==> src/rtl/plc_pkg.sv <==
package plc_pkg;
    localparam int LVL_W = 3;

    typedef logic [LVL_W-1:0] lvl_t;

    localparam lvl_t LVL_TOP    = {LVL_W{1'b1}};
    localparam lvl_t LVL_BOTTOM = {LVL_W{1'b0}};

    // Field order is the software-visible bit layout, MSB first.
    typedef struct packed {
        lvl_t boost_lvl;
        logic sync_en;
        logic dbg_en;
        logic ovr_en;
        logic pwm_en;
        logic glob_en;
    } ctrl_t;

    localparam int CTRL_W = $bits(ctrl_t);

    localparam ctrl_t CTRL_RST = '{
        boost_lvl: LVL_TOP,
        sync_en:   1'b0,
        dbg_en:    1'b0,
        ovr_en:    1'b0,
        pwm_en:    1'b0,
        glob_en:   1'b0
    };

    typedef enum logic [1:0] {
        HS_IDLE,
        HS_ASK,
        HS_HELD,
        HS_RELEASE
    } hs_state_e;
endpackage

==> src/rtl/plc_ctrl_reg.sv <==
module plc_ctrl_reg
    import plc_pkg::*;
#(
    parameter int DATA_W = 32
) (
    input  logic              clk,
    input  logic              rst_n,
    input  logic              wr_en,
    input  logic [DATA_W-1:0] wr_data,
    output ctrl_t             ctrl,
    output logic [DATA_W-1:0] rd_data
);
    localparam int RSV_W = DATA_W - CTRL_W;

    ctrl_t ctrl_q;
    logic  unused_rsv_bits;

    always_ff @(posedge clk) begin
        if (!rst_n) begin
            ctrl_q <= CTRL_RST;
        end else if (wr_en) begin
            ctrl_q <= ctrl_t'(wr_data[CTRL_W-1:0]);
        end
    end

    assign unused_rsv_bits = ^wr_data[DATA_W-1:CTRL_W];
    assign ctrl            = ctrl_q;
    assign rd_data         = {{RSV_W{1'b0}}, ctrl_q};
endmodule

==> src/rtl/plc_hs_fsm.sv <==
module plc_hs_fsm
    import plc_pkg::*;
(
    input  logic clk,
    input  logic rst_n,
    input  logic sync_en,
    input  logic boost_want,
    input  logic ack,
    output logic req,
    output logic boost_active
);
    hs_state_e state_q;
    hs_state_e state_d;

    always_ff @(posedge clk) begin
        if (!rst_n) begin
            state_q <= HS_IDLE;
        end else begin
            state_q <= state_d;
        end
    end

    always_comb begin
        state_d = state_q;
        if (!sync_en) begin
            state_d = HS_IDLE;
        end else begin
            unique case (state_q)
                HS_IDLE:    if (boost_want) state_d = HS_ASK;
                HS_ASK:     if (ack)        state_d = HS_HELD;
                HS_HELD:    if (!boost_want) state_d = HS_RELEASE;
                HS_RELEASE: if (!ack)       state_d = HS_IDLE;
            endcase
        end
    end

    always_comb begin
        req          = 1'b0;
        boost_active = boost_want;
        if (sync_en) begin
            unique case (state_q)
                HS_IDLE: begin
                    req          = 1'b0;
                    boost_active = 1'b0;
                end
                HS_ASK: begin
                    req          = 1'b1;
                    boost_active = 1'b0;
                end
                HS_HELD: begin
                    req          = 1'b1;
                    boost_active = 1'b1;
                end
                HS_RELEASE: begin
                    req          = 1'b0;
                    boost_active = 1'b1;
                end
            endcase
        end
    end
endmodule

==> src/rtl/plc_level_sel.sv <==
module plc_level_sel
    import plc_pkg::*;
(
    input  logic  clk,
    input  logic  rst_n,
    input  ctrl_t ctrl,
    input  lvl_t  sw_lvl,
    input  logic  pwm_state,
    input  logic  boost_active,
    output lvl_t  vdom_idx,
    output lvl_t  cdom_idx,
    output logic  pwr_req
);
    lvl_t sel_lvl;
    lvl_t vsel_lvl;
    lvl_t vdom_q;
    lvl_t cdom_q;
    logic pwr_q;

    always_comb begin
        if (!ctrl.glob_en) begin
            sel_lvl = LVL_TOP;
        end else if (boost_active) begin
            sel_lvl = ctrl.boost_lvl;
        end else if (ctrl.pwm_en) begin
            sel_lvl = pwm_state ? LVL_TOP : LVL_BOTTOM;
        end else begin
            sel_lvl = sw_lvl;
        end
        vsel_lvl = (ctrl.glob_en && ctrl.dbg_en) ? LVL_TOP : sel_lvl;
    end

    always_ff @(posedge clk) begin
        if (!rst_n) begin
            vdom_q <= LVL_TOP;
            cdom_q <= LVL_TOP;
            pwr_q  <= 1'b0;
        end else begin
            vdom_q <= vsel_lvl;
            cdom_q <= sel_lvl;
            pwr_q  <= ctrl.glob_en && ctrl.pwm_en;
        end
    end

    assign vdom_idx = vdom_q;
    assign cdom_idx = cdom_q;
    assign pwr_req  = pwr_q;
endmodule

==> src/rtl/perf_level_ctrl.sv <==
module perf_level_ctrl
    import plc_pkg::*;
#(
    parameter int DATA_W = 32
) (
    input  logic              clk,
    input  logic              rst_n,
    input  logic              reg_we,
    input  logic [DATA_W-1:0] reg_wdata,
    output logic [DATA_W-1:0] reg_rdata,
    input  logic [LVL_W-1:0]  sw_lvl,
    input  logic              boost_trig,
    input  logic              pwm_state,
    input  logic              hs_ack,
    output logic              hs_req,
    output logic [LVL_W-1:0]  vdom_idx,
    output logic [LVL_W-1:0]  cdom_idx,
    output logic              pwr_req
);
    ctrl_t ctrl;
    logic  boost_active;

    plc_ctrl_reg #(.DATA_W(DATA_W)) u_reg (
        .clk     (clk),
        .rst_n   (rst_n),
        .wr_en   (reg_we),
        .wr_data (reg_wdata),
        .ctrl    (ctrl),
        .rd_data (reg_rdata)
    );

    plc_hs_fsm u_hs (
        .clk          (clk),
        .rst_n        (rst_n),
        .sync_en      (ctrl.sync_en),
        .boost_want   (ctrl.ovr_en && boost_trig),
        .ack          (hs_ack),
        .req          (hs_req),
        .boost_active (boost_active)
    );

    plc_level_sel u_sel (
        .clk          (clk),
        .rst_n        (rst_n),
        .ctrl         (ctrl),
        .sw_lvl       (sw_lvl),
        .pwm_state    (pwm_state),
        .boost_active (boost_active),
        .vdom_idx     (vdom_idx),
        .cdom_idx     (cdom_idx),
        .pwr_req      (pwr_req)
    );
endmodule

==> config.mk <==
export PLATFORM = sky130hd
export DESIGN_NAME = perf_level_ctrl
export DESIGN_NICKNAME = d
export VERILOG_FILES = /design/src/rtl/plc_pkg.sv /design/src/rtl/plc_ctrl_reg.sv /design/src/rtl/plc_hs_fsm.sv /design/src/rtl/plc_level_sel.sv /design/src/rtl/perf_level_ctrl.sv
export SDC_FILE = /design/constraint.sdc
export NUM_CORES = 1
export LEC_CHECK = 0
export ABC_AREA = 1
export CORE_MARGIN = 1.5
export CORE_UTILIZATION = 30
export DETAILED_ROUTE_END_ITERATION = 7
export DONT_BUFFER_PORTS = 1
export PLACE_DENSITY = 0.41
export SLEW_MARGIN = 20
export SYNTH_ARGS = -nofsm -noshare
export SYNTH_HDL_FRONTEND = slang
export SYNTH_HIERARCHICAL = 1
export SYNTH_SLANG_ARGS = --single-unit
==> constraint.sdc <==
create_clock -name clk -period 1.25 [get_ports clk]
set_input_delay 0.125 -clock clk [delete_from_list [all_inputs] [get_ports clk]]
set_output_delay 0.125 -clock clk [all_outputs]
set_load 0.02 [all_outputs]
# Word level (Yosys, flattened, before mapping)
# Cells that the tools add are included.
[totals] ff_bits=17 input_bits=41 out_inout_bits=40 word_cells=42
[classes] n_eq_ne=7 muxes=13 bitwise_logic=1 reduce_logical=11
[op_table] op="$mux 3" count=4
[op_table] op="$reduce_or 2->1" count=5
[op_table] op="$mux 2" count=4
[op_table] op="$pmux 2 s4" count=1
[op_table] op="$ne 2x2->1 const B" count=3
[op_table] op="$eq 2x2->1 const B" count=2
[op_table] op="$pmux 1 s2" count=2
[op_table] op="$reduce_and 4->1" count=1
[op_table] op="$logic_and 1x1->1" count=3
[op_table] op="$eq 2x1->1 const B" count=1
[op_table] op="$logic_not 2->1" count=1
[op_table] op="$mux 1" count=2
[op_table] op="$ne 2x1->1 const B" count=1
[op_table] op="$reduce_and 2->1" count=1
[op_table] op="$not 1->1" count=1

# Depth between registers and ports, before layout
[depth] depth_word=6 depth_mapped=8 depth_no_buf=8

# Hierarchy
# Netlist, hierarchy kept.
[by_module_without_submodules] module="plc_ctrl_reg" instances=1 cells_each=78 area_per_inst_um2=555.5 seq_area_each_um2=160.2
[by_module_without_submodules] module="plc_level_sel" instances=1 cells_each=32 area_per_inst_um2=251.5 seq_area_each_um2=140.1
[by_module_without_submodules] module="plc_hs_fsm" instances=1 cells_each=42 area_per_inst_um2=237.7 seq_area_each_um2=40.0
[by_module_without_submodules] module="perf_level_ctrl" instances=1 cells_each=2 area_per_inst_um2=7.5 seq_area_each_um2=0.0

# Worst setup path before layout
# OpenSTA, ideal clock, no wires.
[synth_timing] path_kind="flip-flop to flip-flop" from="reg u_hs.state_q[0]" to="reg u_sel.cdom_q[1], in the netlist u_sel/cdom_idx[1]" setup_ps=123 arrival_time_ps=1169 required_ps=1127 slack_ps=-42 stages_incl_launch_ff=7 n_path_buf=0 synth_period_minus_slack_ps=1292 cell_sequence="dfxtp_1 inv_1 ha_1 o21ai_0 o21ai_0 a21oi_1 nand3_1"
[synth_between] elab_chain_len=6 elab_cells_between_ends=10 cone_classes="3 x eq/ne; 4 x mux; 3 x reduce/logical"
[synth_lines] element="start: declaration" line="plc_hs_fsm.sv:12" source="hs_state_e state_q;"
[synth_lines] element="start signal: assignment" line="plc_hs_fsm.sv:19" source="state_q <= state_d;"
[synth_lines] element="$eq 2x2->1 (tied with other cells)" line="plc_hs_fsm.sv:41" source="unique case (state_q)"
[synth_lines] element="$reduce_or 2->1 (no source line)"
[synth_lines] element="$pmux 1 s2 (*)" line="plc_hs_fsm.sv:41"
[synth_lines] element="$mux 1 (*)" line="plc_hs_fsm.sv:40" source="if (sync_en) begin"
[synth_lines] element="named net boost_active" line="perf_level_ctrl.sv:21" source="logic boost_active;"
[synth_lines] element="$mux 3 (*)" line="plc_level_sel.sv:23" source="end else if (boost_active) begin"
[synth_lines] element="$mux 3 (*)" line="plc_level_sel.sv:21" source="if (!ctrl.glob_en) begin"
[synth_lines] element="end signal: assignment" line="plc_level_sel.sv:40" source="cdom_q <= sel_lvl;"
[synth_lines] element="end: declaration" line="plc_level_sel.sv:17" source="lvl_t cdom_q;"
# Mark *: on every way through the listed nets, which the timed path passes. The rest lies on a longest branch.
# A chain may end at the register's enable or synchronous reset.

# Final worst setup path
[layout_timing] from="reg u_hs.state_q[0]" to="out hs_req"
[layout_between] elab_chain_len=4 elab_cells_between_ends=8 cone_classes="3 x eq/ne; 2 x mux; 3 x reduce/logical"
[layout_lines] element="$eq 2x2->1 (tied with other cells)" line="plc_hs_fsm.sv:41"
[layout_lines] element="$reduce_or 2->1 (no source line)"
[layout_lines] element="$pmux 1 s2 (*)" line="plc_hs_fsm.sv:41"
[layout_lines] element="$mux 1 (*)" line="plc_hs_fsm.sv:40"
[layout_lines] element="end: declaration" line="perf_level_ctrl.sv:15" source="output logic hs_req,"
# Mark *: on every way between the ends. The rest lies on a longest branch, timed or not.

==> results.txt <==
Status - complete, but fails checks
Failing checks - setup timing
Hold path depth - 4
Number of CTS-inserted buffers - 3
Gr usage total - 10.19%
Worst vdd ir - 0.0004534 V
WL final - 1.880 mm
1st-pass router iterations - 4
Synth top area share - 32.34%
Io pins - 81
Die X - 62.23 µm
Clk_skew - 0.003895 ns
Seq/Total Area, Yosys - 32.34%
Worst EP required - 1.12 ns
Largest net degree at the start of global routing - 13
RR Endpoint - u_sel/cdom_idx[1]$_SDFF_PN1_
Min-delay src - reg_wdata[2]
Final net count - 209
Final period utilization - 104.6%
Most frequent cells in the layout - nand2_1, conb_1, inv_1, dfxtp_1, nor2_1
Die area - 3872 µm²
Initial antenna violation count - 0
Worst hold slack - 0.02106 ns
F_max - 765.1 MHz
Critical R2R Launch - u_hs/state_q[0]$_SDFFE_PN0P_
Worst-path fanout max - 3
Total chip power - 1.131 mW
Initial Util - 31.29%
CP Launch Type - flop
WP data arrival - 1.18 ns
# H-tree levels - 1
WL per Instance - 8.995 µm
Leakage - 0.6095 nW
DP Worst Slack - -0.07477 ns
Clock tree buffer depth - 2
Pwr/cell area - 983.8 nW/µm²
Vias in the first global route - 695
Starting DRC count in detailed routing - 15
Routed Antenna Nets - 0
Port Buffers - 0
Synth warn - 6
Vias - 793
Grt ovf - 0
Max cap viols - 0
Core Area - 3363 µm²
Final setup vio count - 2
RSZ-0062 raised after global routing - yes
Vias per cell - 3.794
Hpwl dp - 1.484 mm
Pins Over Slew Limit - 0
Final hold vios - 0
Crit Path Category - reg2out
Setup TNS - -0.06209 ns
Worst-skew pair later-pin latency - 0.29 ns
Reg2reg setup slack - -0.01 ns
Min-delay worst type - in2reg
Synth Area per Inst - 6.833 µm²
CTS clock-pin slew for the worst setup and hold paths - 0.09 ns
Clk Tree Root Cell - clkbuf_4
First-pass GRT wire length - 3.084 mm
Sink Count - 17
R2R depth - 6
Layout cells sized above 1 - 19.63%
Top area cells in the synthesized netlist - dfxtp_1, buf_4, nand2_1
Cells after Synth - 154
CTS tree - yes
Setup Buffers After CTS - 0
Ant. Diodes - 0
Distinct cell type count after synthesis - 17
Yosys reg bits - 17
Largest area contributor in the netlist - dfxtp_1
CP Capture Type - primary output
DIE HEIGHT - 62.23 µm
Most common cell after layout, fill and taps aside - nand2_1
Final GP Congestion - 0.7274
Post-Syn Area - 1052 µm²
Period minus WS final - 1.307 ns
DRC - 0
Area Overhead vs Synth - 9.274%
Worst Setup SP - u_hs/state_q[0]$_SDFFE_PN0P_
Worst setup margin - -0.05701 ns
Cell Rows - 21
Hold path endpoint - u_reg/ctrl[2]$_SDFFE_PN0P_
[worst max-delay path, stage by stage (launching register included)]
cell and delay [ns]:
dfxtp_2 0.36, inv_2 0.05, buf_6 0.11, ha_4 0.26, nand2_4 0.05, inv_4 0.07
[routing by layer]
metal / up-vias / share of wire, % / track usage, %
met4: 0 / 0.74 / 3.333
met5: - / 0 / 0
met3: 4 / 7.7 / 4.167
li1: 422 / - / -
met2: 34 / 47 / 15.90
met1: 333 / 45 / 12.79
[kinds of logic (layout without fill, tap and decap cells)]
logic type | Yosys count | count (layout) | synth area share [%]
simple gates | 69 | 69 | 26.64
buf+inv | 56 | 42 | 32.22
flops | 17 | 17 | 32.34
compound gates | 7 | 7 | 3.685
fa+ha+maj | 4 | 4 | 4.756
other cells | 1 | 24 | 0.3564
[area by class of cell]
class,count,area (µm²)
sequential,17,342.8
multi-input combinational,104,499.2
timing repair buffer,16,138.9
fill,411,2213
clock buffer,4,26.28
inverter,22,85.08
tap,46,57.56
[power by group]
group,switching (mW),total (mW),internal (mW)
Sequential,0.0442,0.613,0.569
Clock,0.164,0.288,0.124
Combinational,0.160,0.230,0.0693
[what timing repair did]
item | in CTS | in global routing
hold buffers | 6 | 0
gates resized for setup | 15 | 2
pin swaps | 2 | 3
endpoints found under the setup margin | 7 | 9
hold endpoints to repair | 13 | 0
[per-stage QoR]
stage          cell area (µm²)  util, %  cells
2_1_floorplan             1139        -    177
3_3_place_gp              1015    30.17    199
3_5_place_dp              1015    30.17    199
4_1_cts                   1145    34.04    209
5_1_grt                   1150    34.19    209
6_report                  1150    34.19    209
[registers in the layout, indices dropped and copies added (netlist names)]
register / cells
u_hs/state_q: 2
u_sel/vdom_idx: 3
u_sel/cdom_idx: 3
u_reg/ctrl: 8
u_sel/pwr_req: 1
[cell usage after synthesis]
cell	n
inv_1	18
a21oi_1	3
nand3_1	10
nand2_2	2
nand2_1	41
o21ai_0	3
buf_6	1
buf_2	1
conb_1	1
a21oi_2	1
nor3_1	1
dfxtp_1	17
nor2_2	1
ha_1	4
inv_2	4
nor2_1	14
buf_4	32
[how the worst max path moves through the flow]
stage	slack (ns)	to	cells past startpoint
finish	-0.06	hs_req	5
global route	-0.13	hs_req	5
CTS	-0.08	hs_req	5
detailed placement	-0.07	u_sel/cdom_idx[0]$_SDFF_PN1_	6
global placement	-0.09	u_sel/vdom_idx[0]$_SDFF_PP1_	6
floorplan	0.003	u_sel/cdom_idx[0]$_SDFF_PN1_	6
Note: power is estimated with default switching activity, not from simulation.
